--- config.mk ---
export PLATFORM = sky130hd
export DESIGN_NAME = nvm_regs
export DESIGN_NICKNAME = d
export VERILOG_FILES = /design/src/rtl/nvm_regs.sv
export SDC_FILE = /design/constraint.sdc
export NUM_CORES = 1
export LEC_CHECK = 0
export BUFFER_PORTS_ARGS = -buffer_cell sky130_fd_sc_hd__buf_4
export CAP_MARGIN = 20
export CELL_PAD_IN_SITES_DETAIL_PLACEMENT = 2
export CELL_PAD_IN_SITES_GLOBAL_PLACEMENT = 2
export CORE_MARGIN = 1.5
export CORE_UTILIZATION = 38
export CTS_CLUSTER_SIZE = 20
export DETAILED_ROUTE_END_ITERATION = 10
export GPL_TIMING_DRIVEN = 0
export HOLD_SLACK_MARGIN = 0.02
export PLACE_DENSITY_LB_ADDON = 0.1
export SETUP_SLACK_MARGIN = 0.2
export SLEW_MARGIN = 20
export SYNTH_ARGS = -nofsm -noshare
export SYNTH_HDL_FRONTEND = slang
export SYNTH_SLANG_ARGS = --single-unit
--- constraint.sdc ---
create_clock -name clk -period 2.4 [get_ports clk]
set_clock_uncertainty 0.1 [all_clocks]
set_input_delay 0.36 -clock clk [delete_from_list [all_inputs] [get_ports clk]]
set_output_delay 0.36 -clock clk [all_outputs]
set_load 0.02 [all_outputs]
--- src/rtl/nvm_regs.sv ---
module nvm_regs #(
  parameter int AW         = 6,
  parameter int WR_CYCLES  = 2080,
  parameter int MWE_CYCLES = 4,
  parameter int WR_STALL   = 2,
  parameter int RD_STALL   = 4,
  parameter logic [5:0] DATA_ADDR = 6'h1D,
  parameter logic [5:0] CTRL_ADDR = 6'h1C
) (
  input  logic          clk,
  input  logic          rst_n,
  input  logic          sel,
  input  logic          we,
  input  logic [5:0]    addr,
  input  logic [7:0]    wdata,
  output logic [7:0]    rdata,
  input  logic [AW-1:0] nvm_addr,
  input  logic          addr_wr,
  input  logic          gie,
  output logic          irq,
  output logic          stall,
  output logic          wr_abort
);
  localparam int DEPTH = 1 << AW;
  localparam int WW = $clog2(WR_CYCLES + 1);
  localparam int MW = $clog2(MWE_CYCLES + 1);
  localparam int SMAX = (WR_STALL > RD_STALL) ? WR_STALL : RD_STALL;
  localparam int SW = $clog2(SMAX + 1);

  logic [7:0]    mem [DEPTH];
  logic [7:0]    data_q;
  logic          rie, mwe, wbusy, rbit;
  logic [MW-1:0] mwe_cnt;
  logic [WW-1:0] wcnt;
  logic [SW-1:0] scnt;

  wire ctrl_wr = sel & we & (addr == CTRL_ADDR);
  wire data_wr = sel & we & (addr == DATA_ADDR);
  wire wr_go   = ctrl_wr & wdata[1] & mwe & ~wbusy;
  wire rd_go   = ctrl_wr & wdata[0] & ~wbusy & ~wr_go;
  wire abort   = wbusy & (data_wr | addr_wr);
  wire commit  = wbusy & ~abort & (wcnt == '0);

  assign irq   = rie & gie & ~wbusy;
  assign stall = (scnt != '0);
  assign rdata = !sel                ? 8'h00 :
                 (addr == DATA_ADDR) ? data_q :
                 (addr == CTRL_ADDR) ? {4'h0, rie, mwe, wbusy, rbit} : 8'h00;

  always_ff @(posedge clk) begin
    if (!rst_n) begin
      data_q   <= '0;
      rie      <= 1'b0;
      mwe      <= 1'b0;
      mwe_cnt  <= '0;
      wbusy    <= 1'b0;
      wcnt     <= '0;
      rbit     <= 1'b0;
      scnt     <= '0;
      wr_abort <= 1'b0;
    end else begin
      if (ctrl_wr) rie <= wdata[3];

      if (ctrl_wr && wdata[2]) begin
        mwe     <= 1'b1;
        mwe_cnt <= MW'(MWE_CYCLES - 1);
      end else if (mwe) begin
        if (mwe_cnt == '0) mwe <= 1'b0;
        else mwe_cnt <= mwe_cnt - 1'b1;
      end

      if (data_wr)    data_q <= wdata;
      else if (rd_go) data_q <= mem[nvm_addr];

      if (wr_go) begin
        wbusy    <= 1'b1;
        wcnt     <= WW'(WR_CYCLES - 1);
        wr_abort <= 1'b0;
      end else if (wbusy) begin
        if (abort) begin
          wbusy    <= 1'b0;
          wr_abort <= 1'b1;
        end else if (wcnt == '0) begin
          wbusy <= 1'b0;
        end else begin
          wcnt <= wcnt - 1'b1;
        end
      end

      if (wr_go) begin
        scnt <= SW'(WR_STALL);
      end else if (rd_go) begin
        scnt <= SW'(RD_STALL);
        rbit <= 1'b1;
      end else if (scnt != '0) begin
        scnt <= scnt - 1'b1;
        if (scnt == SW'(1)) rbit <= 1'b0;
      end
    end
  end

  always_ff @(posedge clk) begin
    if (commit) mem[nvm_addr] <= data_q;
  end

  AST_RSVD_IGNORED: assert property (@(posedge clk) disable iff (!rst_n)
    (ctrl_wr && wdata[7:4] != 4'h0) |=> (rie == $past(wdata[3])));
  AST_MWE_TIMEOUT: assert property (@(posedge clk) disable iff (!rst_n)
    (mwe && mwe_cnt == '0 && !(ctrl_wr && wdata[2])) |=> !mwe);
  AST_NO_UNARMED_WRITE: assert property (@(posedge clk) disable iff (!rst_n)
    (!wbusy && ctrl_wr && !mwe) |=> !wbusy);
  AST_IRQ_QUIET_BUSY: assert property (@(posedge clk) disable iff (!rst_n)
    wbusy |-> !irq);
  AST_STALL_ON_WRITE: assert property (@(posedge clk) disable iff (!rst_n)
    $rose(wbusy) |-> stall);
  AST_ABORT_ENDS_WRITE: assert property (@(posedge clk) disable iff (!rst_n)
    (wbusy && data_wr) |=> (!wbusy && wr_abort));
  AST_RD_IGNORED_BUSY: assert property (@(posedge clk) disable iff (!rst_n)
    (wbusy && ctrl_wr && wdata[0]) |=> ($stable(data_q) && !rbit));
endmodule

==> results of run 1 <==
[through the flow]
step	hold WS (ns)	setup TNS (ns)	setup slack, ns
2_1_floorplan	0.3418	-70.07	-0.1516
3_3_place_gp	0.3634	-1236.15	-2.338
3_5_place_dp	0.3753	-901.46	-2.097
4_1_cts	0.03284	-97.51	-0.2643
5_1_grt	0.08545	-141.86	-0.3580
6_report	0.08098	-119.47	-0.3235
[synth_stat cells, types with 6 or more instances]
master	number	area [µm²]
sky130_fd_sc_hd__edfxtp_1	512	15370
sky130_fd_sc_hd__nor2_1	112	420.4
sky130_fd_sc_hd__mux2i_1	57	570.6
sky130_fd_sc_hd__mux2_2	53	596.8
sky130_fd_sc_hd__a22oi_1	49	367.9
sky130_fd_sc_hd__nand2_1	46	172.7
sky130_fd_sc_hd__mux4_2	39	878.3
sky130_fd_sc_hd__a221oi_1	38	332.8
sky130_fd_sc_hd__a21oi_1	36	180.2
sky130_fd_sc_hd__clkbuf_1	33	123.9
sky130_fd_sc_hd__dfxtp_1	31	620.6
sky130_fd_sc_hd__buf_2	26	130.1
sky130_fd_sc_hd__o21ai_0	23	115.1
sky130_fd_sc_hd__nand3_1	17	85.08
sky130_fd_sc_hd__nor3_1	17	85.08
sky130_fd_sc_hd__o22ai_1	16	100.1
sky130_fd_sc_hd__buf_4	15	112.6
sky130_fd_sc_hd__a211oi_1	13	97.59
sky130_fd_sc_hd__and3_1	13	81.33
sky130_fd_sc_hd__inv_1	13	48.80
sky130_fd_sc_hd__a31oi_1	10	62.56
sky130_fd_sc_hd__nand2b_1	8	50.05
sky130_fd_sc_hd__nor2b_1	8	50.05
sky130_fd_sc_hd__buf_1	7	26.28
sky130_fd_sc_hd__nand3b_1	7	52.55
sky130_fd_sc_hd__xor2_1	7	61.31
sky130_fd_sc_hd__a221o_1	6	60.06
sky130_fd_sc_hd__a22o_1	6	52.55
sky130_fd_sc_hd__ha_1	6	75.07
sky130_fd_sc_hd__o221ai_1	6	52.55
sky130_fd_sc_hd__o2bb2ai_1	6	52.55
[repair_timing]
item,in CTS,in global routing
buffers inserted,125,5
hold endpoints to repair,6,0
setup endpoints to repair,529,537
pin swaps,79,30
resized for setup,319,59
hold buffers,5,0
[critical path, cell delays in order (launching register included)]
cell,delay [ns]
sky130_fd_sc_hd__dfxtp_4,0.34
sky130_fd_sc_hd__or3_4,0.39
sky130_fd_sc_hd__or4_4,0.49
sky130_fd_sc_hd__nor4_4,0.31
sky130_fd_sc_hd__buf_6,0.23
sky130_fd_sc_hd__nand2_8,0.20
sky130_fd_sc_hd__nor2_4,0.19
sky130_fd_sc_hd__buf_12,0.17
[state kept, by name, indices dropped and copies added, names as in the netlist]
name,cells
wr_abort,1
rie,1
wcnt,12
mwe,1
wbusy,1
rbit,1
data_q,8
mwe_cnt,3
mem,512
scnt,3
[logic make-up after synthesis]
family,after synthesis,synth area share (%)
DFF,543,73.03
and+or+nand+nor,274,6.272
AOI/OAI and AO/OA,249,8.357
muxes,149,9.340
buffers and inverters,100,2.262
xor gates and xnor gates,10,0.3999
adders and majority gates,6,0.3427
[worst min-delay path by stage]
stage	from	endpoint	slack, ns	cells past startpoint
CTS	wdata[4]	data_q[4]	0.03	3
finish	wdata[4]	data_q[4]	0.08	3
global placement	wr_abort	wr_abort	0.36	2
detailed placement	rbit	rbit	0.38	2
floorplan	rbit	rbit	0.34	2
global route	wdata[4]	data_q[4]	0.09	3
[power breakdown]
part	leakage, µW	switching [µW]	total [µW]	internal [µW]
clock	0.000846	3950	8670	4720
combinational	0.00345	750	1060	309
sequential	0.00611	9.46	10200	10200
total	0.0104	4710	19900	15200
[layout make-up]
cell class                      count  area (µm²)
Antenna cell                        1       2.502
Buffer                             86       844.6
Clock buffer                       79        1540
Clock inverter                     30       237.7
Fill cell                        5057       28320
Inverter                           14       56.30
Multi-Input combinational cell    688        6402
Sequential cell                   543       16030
Tap cell                          756       945.9
Timing Repair Buffer              174        2335
[per-layer routing]
layer / part of all wire (%) / vias up / global-route usage [%]
li1: - / 5831 / -
met1: 40 / 7932 / 41.51
met2: 46 / 822 / 49.18
met3: 8.4 / 270 / 5.418
met4: 5.7 / 2 / 15.45
met5: 0.013 / - / 0
==> reports/qor.log, run 1 <==
[global_route] via count of the first global-routing pass 15640
[cells_and_area] share of layout cells above drive strength 1 34.82%
[yosys] post-synthesis area per instance 16.46 µm²
[timing] least setup slack across all paths after layout -0.3235 ns
[yosys] number of nets produced by synthesis 1363
[global_route] antenna violations before repair 5
[cells_and_area] number of nets in the finished design 1597
[placed_design] final HPWL from detailed placement 54.83 mm
[clock_network] TritonCTS clock tree built
[floorplan] Std-Cell Rows 87
[clock_network] H-tree depth reported by CTS 2
[clock_network] number of clock sinks 543
[route] routed wire length 92.43 mm
[worst_setup_path] Critical Path Sink mem[21][1]
[worst_setup_path] Worst Setup Path Type flip-flop to flip-flop
[floorplan] horizontal die dimension 243.1 µm
[global_route] global-route wire length before repair 126.7 mm
[floorplan] DIE HEIGHT 243.1 µm
[floorplan] initial core utilization 38.62%
[cells_and_area] post-layout instance count excluding filler cells 2371
[global_route] largest net degree at the start of global routing 57
[power] pwr/cell area 702.4 nW/µm²
[worst_setup_path] maximum fanout count along the critical path 8
[worst_setup_path] cells on worst reg2reg path 7
[clock_network] Num CTS Buffers 58
[power] post-layout total power 19950 µW
[worst_setup_path] startpoint of the most critical register-to-register path wcnt[5]
[timing] final-report max-slew violation count 0
[route] number of nets with antenna violations after routing 0
[placed_design] weighted congestion at the end of routability-driven global placement 0.8652
[route] vias per inst 6.266
[timing] Final setup viols 526
[yosys] post-synthesis instance total 1331
[placed_design] instance area after placement 23420 µm²
[yosys] portion of the post-synthesis area used by sequential elements 73.03%
[floorplan] top-level port count 37
[cells_and_area] most frequent cells in the layout sky130_fd_sc_hd__edfxtp_1 (512), sky130_fd_sc_hd__buf_6 (86), sky130_fd_sc_hd__nor2_4 (65), sky130_fd_sc_hd__buf_12 (63), sky130_fd_sc_hd__clkbuf_16 (58)
[clock_network] clk slew on worst S/H paths 0.06 ns
[floorplan] die footprint 59090 µm²
[job] # Max-Cap Violations 0
[timing] final period demand of the worst path 2.723 ns
[worst_setup_path] Critical Path AT 2.96 ns
[timing] worst slew slack as a fraction of its limit 27.25%
[worst_setup_path] launch point of the critical path wcnt[5]
[cells_and_area] most common library cell in the layout ignoring fill and taps sky130_fd_sc_hd__edfxtp_1
[global_route] total global routing overflow 0
[route] post-DR wirelength/cell 38.98 µm
[yosys] number of enable-type register cells in the synthesized netlist 512
[timing] final number of hold-violating endpoints 0
[yosys] fraction of registers with async set or reset after synthesis 0%
[min_path] path category of the worst min-delay check input port to flip-flop
[clock_network] maximum count of clock buffers along a single path 3
[route] DRC violation count after routing 0
[timing] Final Cycle Share 113.5%
[floorplan] Std-Cell Core Area 56710 µm²
[worst_setup_path] minimum setup slack among reg-to-reg paths -0.32 ns
[power] Static Leak 0.01040 µW
[power] peak supply drop 0.6047 mV
[route] via count 14860
[yosys] top_reg_cell synth sky130_fd_sc_hd__edfxtp_1
[worst_setup_path] data required time at the worst endpoint 2.63 ns
[timing] RSZ-0062 raised after global routing true
[cells_and_area] Post-Layout Inst Area 28400 µm²
[yosys] combined area of all synthesized cells 21900 µm²
[placed_design] placed cell count 2126
[yosys] Yosys Warn Count 0
[timing] transition time at the pin with the least slew margin 1.091 ns
[worst_setup_path] capture instance of the worst register-to-register path mem[21][1]
[placed_design] quantity of I/O buffers inserted on ports 34
[clock_network] Clock Root Buffer sky130_fd_sc_hd__clkbuf_16
[run_status] violations in the final reports negative setup slack
[route] drt initial violations 1715
[global_route] overall global routing resource usage 31.12%
[route] drt pass-1 iters 5
[run_status] result of the run finished, violations left
[cells_and_area] area growth from synthesis to final layout 29.64%
[yosys] synthesized flop and latch total 543
[cells_and_area] final standard cell utilization of the core 50.07%
[timing] Fmax achieved 367.2 MHz
[clock_network] insertion delay of the later-clocked pin in the worst-skew pair 0.65 ns
[worst_setup_path] capturing element type of the critical path flip-flop
[worst_setup_path] Critical Path Source Type flip-flop
[yosys] Yosys cell types 74
Power figures use the tool's default switching activity.
==> inputs of run 2 (changes only) <==
--- a/config.mk
+++ b/config.mk
@@ -9,6 +9,7 @@
 export CAP_MARGIN = 20
 export CELL_PAD_IN_SITES_DETAIL_PLACEMENT = 2
 export CELL_PAD_IN_SITES_GLOBAL_PLACEMENT = 2
+export CORE_ASPECT_RATIO = 1.25
 export CORE_MARGIN = 1.5
 export CORE_UTILIZATION = 38
 export CTS_CLUSTER_SIZE = 20
==> run 2 against run 1 <==
  * The flow still finishes with violations (negative setup slack)
  * Sequential share of layout area increased by 0.23 points
  * Power increased by 0.87%
  * Highest routed layer is now met4
  * Routed wire length increased by 1.2%
  * Sequential power about the same
==> reports/qor.log, run 2 (synthesis gave the netlist of run 1 again) <==
[timing] worst slew slack as a fraction of its limit 27.51% [+0.27 points]
[worst_setup_path] cells along the critical path or3_4 -> or4_4 -> nor4_4 -> buf_6 -> nand2_8 -> nor2_4 -> buf_12
[min_path] WHS Endpoint data_q[5]
[floorplan] DIE HEIGHT 271.4 µm [+12%]
[run_status] violations in the final reports negative setup slack
[worst_setup_path] Max stage delay cell, worst path sky130_fd_sc_hd__or4_4
[worst_setup_path] minimum setup slack among reg-to-reg paths -0.34 ns [about the same]
[timing] final period demand of the worst path 2.736 ns [+0.01263 ns]
[cells_and_area] post-layout instance count excluding filler cells 2358 [-0.55%]
[cells_and_area] area growth from synthesis to final layout 29.11%
[placed_design] placed cell count 2124 [-0.094%]
[cells_and_area] max FFs per register 512 [unchanged]
[timing] least setup slack across all paths after layout -0.3361 ns [-0.01263 ns]
[timing] transition time at the pin with the least slew margin 1.087 ns [-0.004030 ns]
[timing] final-report max-slew violation count 0 [unchanged]
[worst_setup_path] cells on worst reg2reg path 7 [unchanged]
[timing] final number of hold-violating endpoints 0 [unchanged]
[floorplan] Std-Cell Core Area 57140 µm² [+0.75%]
[power] sequential fraction of design power 50.8% [-0.4 points]
[clock_network] TritonCTS clock tree built
[clock_network] number of clock sinks 543 [unchanged]
[worst_setup_path] data required time at the worst endpoint 2.63 ns [about the same]
[run_status] result of the run finished, violations left
[power] post-layout total power 20120 µW [+0.87%]
[worst_setup_path] capturing element type of the critical path flip-flop
[global_route] via count of the first global-routing pass 15630 [-0.045%]
[global_route] total global routing overflow 0 [unchanged]
[global_route] overall global routing resource usage 31.99% [+0.87 points]
[floorplan] horizontal die dimension 217.7 µm [-10%]
[worst_setup_path] crit-path leading delay family simple AND/OR/NAND/NOR gates
[route] drt initial violations 1737 [+1.3%]
[worst_setup_path] Critical Path AT 2.96 ns [about the same]
[floorplan] initial core utilization 38.33% [-0.29 points]
[cells_and_area] top register by number of flip-flops mem
[route] DRC violation count after routing 0 [unchanged]
[route] drt pass-1 iters 5 [unchanged]
[min_path] path category of the worst min-delay check input port to flip-flop
[clock_network] insertion delay of the later-clocked pin in the worst-skew pair 0.63 ns [-0.02 ns]
[worst_setup_path] Critical Path Source Type flip-flop
[route] vias per inst 6.268 [about the same]
[power] pwr/cell area 711.5 nW/µm² [+1.3%]
[cells_and_area] share of layout cells above drive strength 1 34.95% [+0.13 points]
[worst_setup_path] Worst Setup Path Type flip-flop to flip-flop
[floorplan] Std-Cell Rows 98 [+13%]
[route] routed wire length 93.54 mm [+1.2%]
[clock_network] clk slew on worst S/H paths 0.06 ns [about the same]
[floorplan] top-level port count 37 [unchanged]
[placed_design] final HPWL from detailed placement 57.03 mm [+4.0%]
[cells_and_area] Layout fillers 5165 [+2.1%]
[global_route] global-route wire length before repair 128.9 mm [+1.7%]
[global_route] antenna violations before repair 4 [-1]
[worst_setup_path] CP Buf/Inv Count 2 [unchanged]
[timing] Final Cycle Share 114.0% [+0.53 points]
[cells_and_area] registers with the highest flip-flop counts mem (512), wcnt (12), data_q (8)
[cells_and_area] combined area of the multi-input logic cells 6375 µm² [-0.43%]
[cells_and_area] number of nets in the finished design 1591 [-0.38%]
[worst_setup_path] CP max stage delay 0.49 ns [about the same]
[power] peak supply drop 0.6062 mV [+0.24%]
[clock_network] Num CTS Buffers 56 [-3.4%]
[placed_design] quantity of I/O buffers inserted on ports 34 [unchanged]
[placed_design] weighted congestion at the end of routability-driven global placement 0.9131 [+5.5%]
[job] # Max-Cap Violations 0 [unchanged]
[power] power share of the combinational group 5.2% [about the same]
[min_path] Hold Path Origin wdata[5]
[clock_network] H-tree depth reported by CTS 2 [unchanged]
[min_path] number of stages on the worst hold path 3 [unchanged]
[floorplan] die footprint 59100 µm² [about the same]
[clock_network] maximum count of clock buffers along a single path 3 [unchanged]
[worst_setup_path] startpoint of the most critical register-to-register path wcnt[5]
[cells_and_area] most frequent cells in the layout sky130_fd_sc_hd__edfxtp_1 (512), sky130_fd_sc_hd__buf_6 (81), sky130_fd_sc_hd__nor2_4 (66), sky130_fd_sc_hd__buf_12 (60), sky130_fd_sc_hd__buf_4 (58)
[power] Int Power 15480 µW [+1.6%]
[route] post-DR wirelength/cell 39.67 µm [+1.8%]
[clock_network] Clock Root Buffer sky130_fd_sc_hd__clkbuf_16
[power] net load switching power 4637 µW [-1.6%]
[power] switch share 23.05% [-0.58 points]
[route] number of nets with antenna violations after routing 0 [unchanged]
[power] portion of total power attributed to the clock network 44.0% [+0.5 points]
[route] via count 14780 [-0.51%]
[power] Static Leak 0.01040 µW [about the same]
[worst_setup_path] capture instance of the worst register-to-register path mem[53][1]
[cells_and_area] sequential cell area 16030 µm² [unchanged]
[timing] Final setup viols 519 [-1.3%]
[global_route] largest net degree at the start of global routing 57 [unchanged]
[cells_and_area] most common library cell in the layout ignoring fill and taps sky130_fd_sc_hd__edfxtp_1
[timing] RSZ-0062 raised after global routing true
[worst_setup_path] maximum fanout count along the critical path 8 [unchanged]
[timing] Fmax achieved 365.5 MHz [-0.46%]
[run 2: changes by cell type in the layout (fill, tap and decap cells not counted), sizes merged]
| cell | change |
|---|---|
| buf | -7 |
| bufbuf | +1 |
| bufinv | +4 |
| clkbuf | -13 |
| clkinv | +4 |
| diode | +2 |
| inv | +2 |
[run 2: area by class of cell]
type | instances | area share, %
Clock buffer | 64 | 5.137
Buffer | 86 | 2.787
Sequential cell | 543 | 56.69
Multi-Input combinational cell | 688 | 22.54
Antenna cell | 3 | 0.02655
Clock inverter | 40 | 1.234
Inverter | 14 | 0.1858
Tap cell | 750 | 3.318
Timing Repair Buffer | 170 | 8.079
[run 2: routing by layer]
layer	wire length (µm)	up-vias	GRT usage, %
li1	-	5832	-
met1	35210	7849	40.04
met2	45090	827	52.51
met3	6892	273	4.762
met4	6354	0	19.27
met5	0	-	0
[run 2: timing repair]
action | 4_1_cts | 5_1_grt
hold endpoints to repair | 6 | 0
gates resized for setup | 313 | 46
setup buffers | 120 | 1
setup endpoints to repair | 531 | 536
hold buffers | 5 | 0
pin swaps | 78 | 28
gates cloned | 1 | 0
[run 2: tightest hold or removal path: stages]
cell                       delay (ns)
sky130_fd_sc_hd__buf_4           0.11
sky130_fd_sc_hd__o221ai_1        0.12
sky130_fd_sc_hd__a21oi_1         0.14
[run 2: stage by stage]
stage	utilization, %	cell area (µm²)	worst slack, ns	hold slack, ns	TNS [ns]
2_1_floorplan	-	22070	-0.1516	0.3418	-70.07
3_3_place_gp	40.72	23270	-2.218	0.3621	-1172.63
3_5_place_dp	41.08	23470	-2.206	0.3698	-929.04
4_1_cts	49.20	28110	-0.2938	0.03205	-114.47
5_1_grt	49.48	28270	-0.3561	0.07108	-148.32
6_report	49.49	28280	-0.3361	0.04987	-137.11
[run 2: worst max path at each step]
stage,startpoint,endpoint,slack [ns],cells after the start
finish,wcnt[5],mem[53][1],-0.34,7
global placement,nvm_addr[2],mem[29][2],-2.22,8
detailed placement,nvm_addr[1],mem[12][5],-2.21,8
floorplan,wcnt[5],mem[40][0],-0.15,5
CTS,wcnt[5],mem[53][1],-0.29,7
global route,wcnt[5],mem[53][0],-0.36,7
[run 2: power by group through the flow]
| stage | sequential [µW] | combinational, µW | clock [µW] |
|---|---|---|---|
| global route | 10200 | 1050 | 9220 |
| global placement | 10400 | 850 | 0 |
| detailed placement | 10400 | 878 | 0 |
| floorplan | 10400 | 400 | 0 |
| CTS | 10200 | 1000 | 8870 |
| finish | 10200 | 1050 | 8860 |
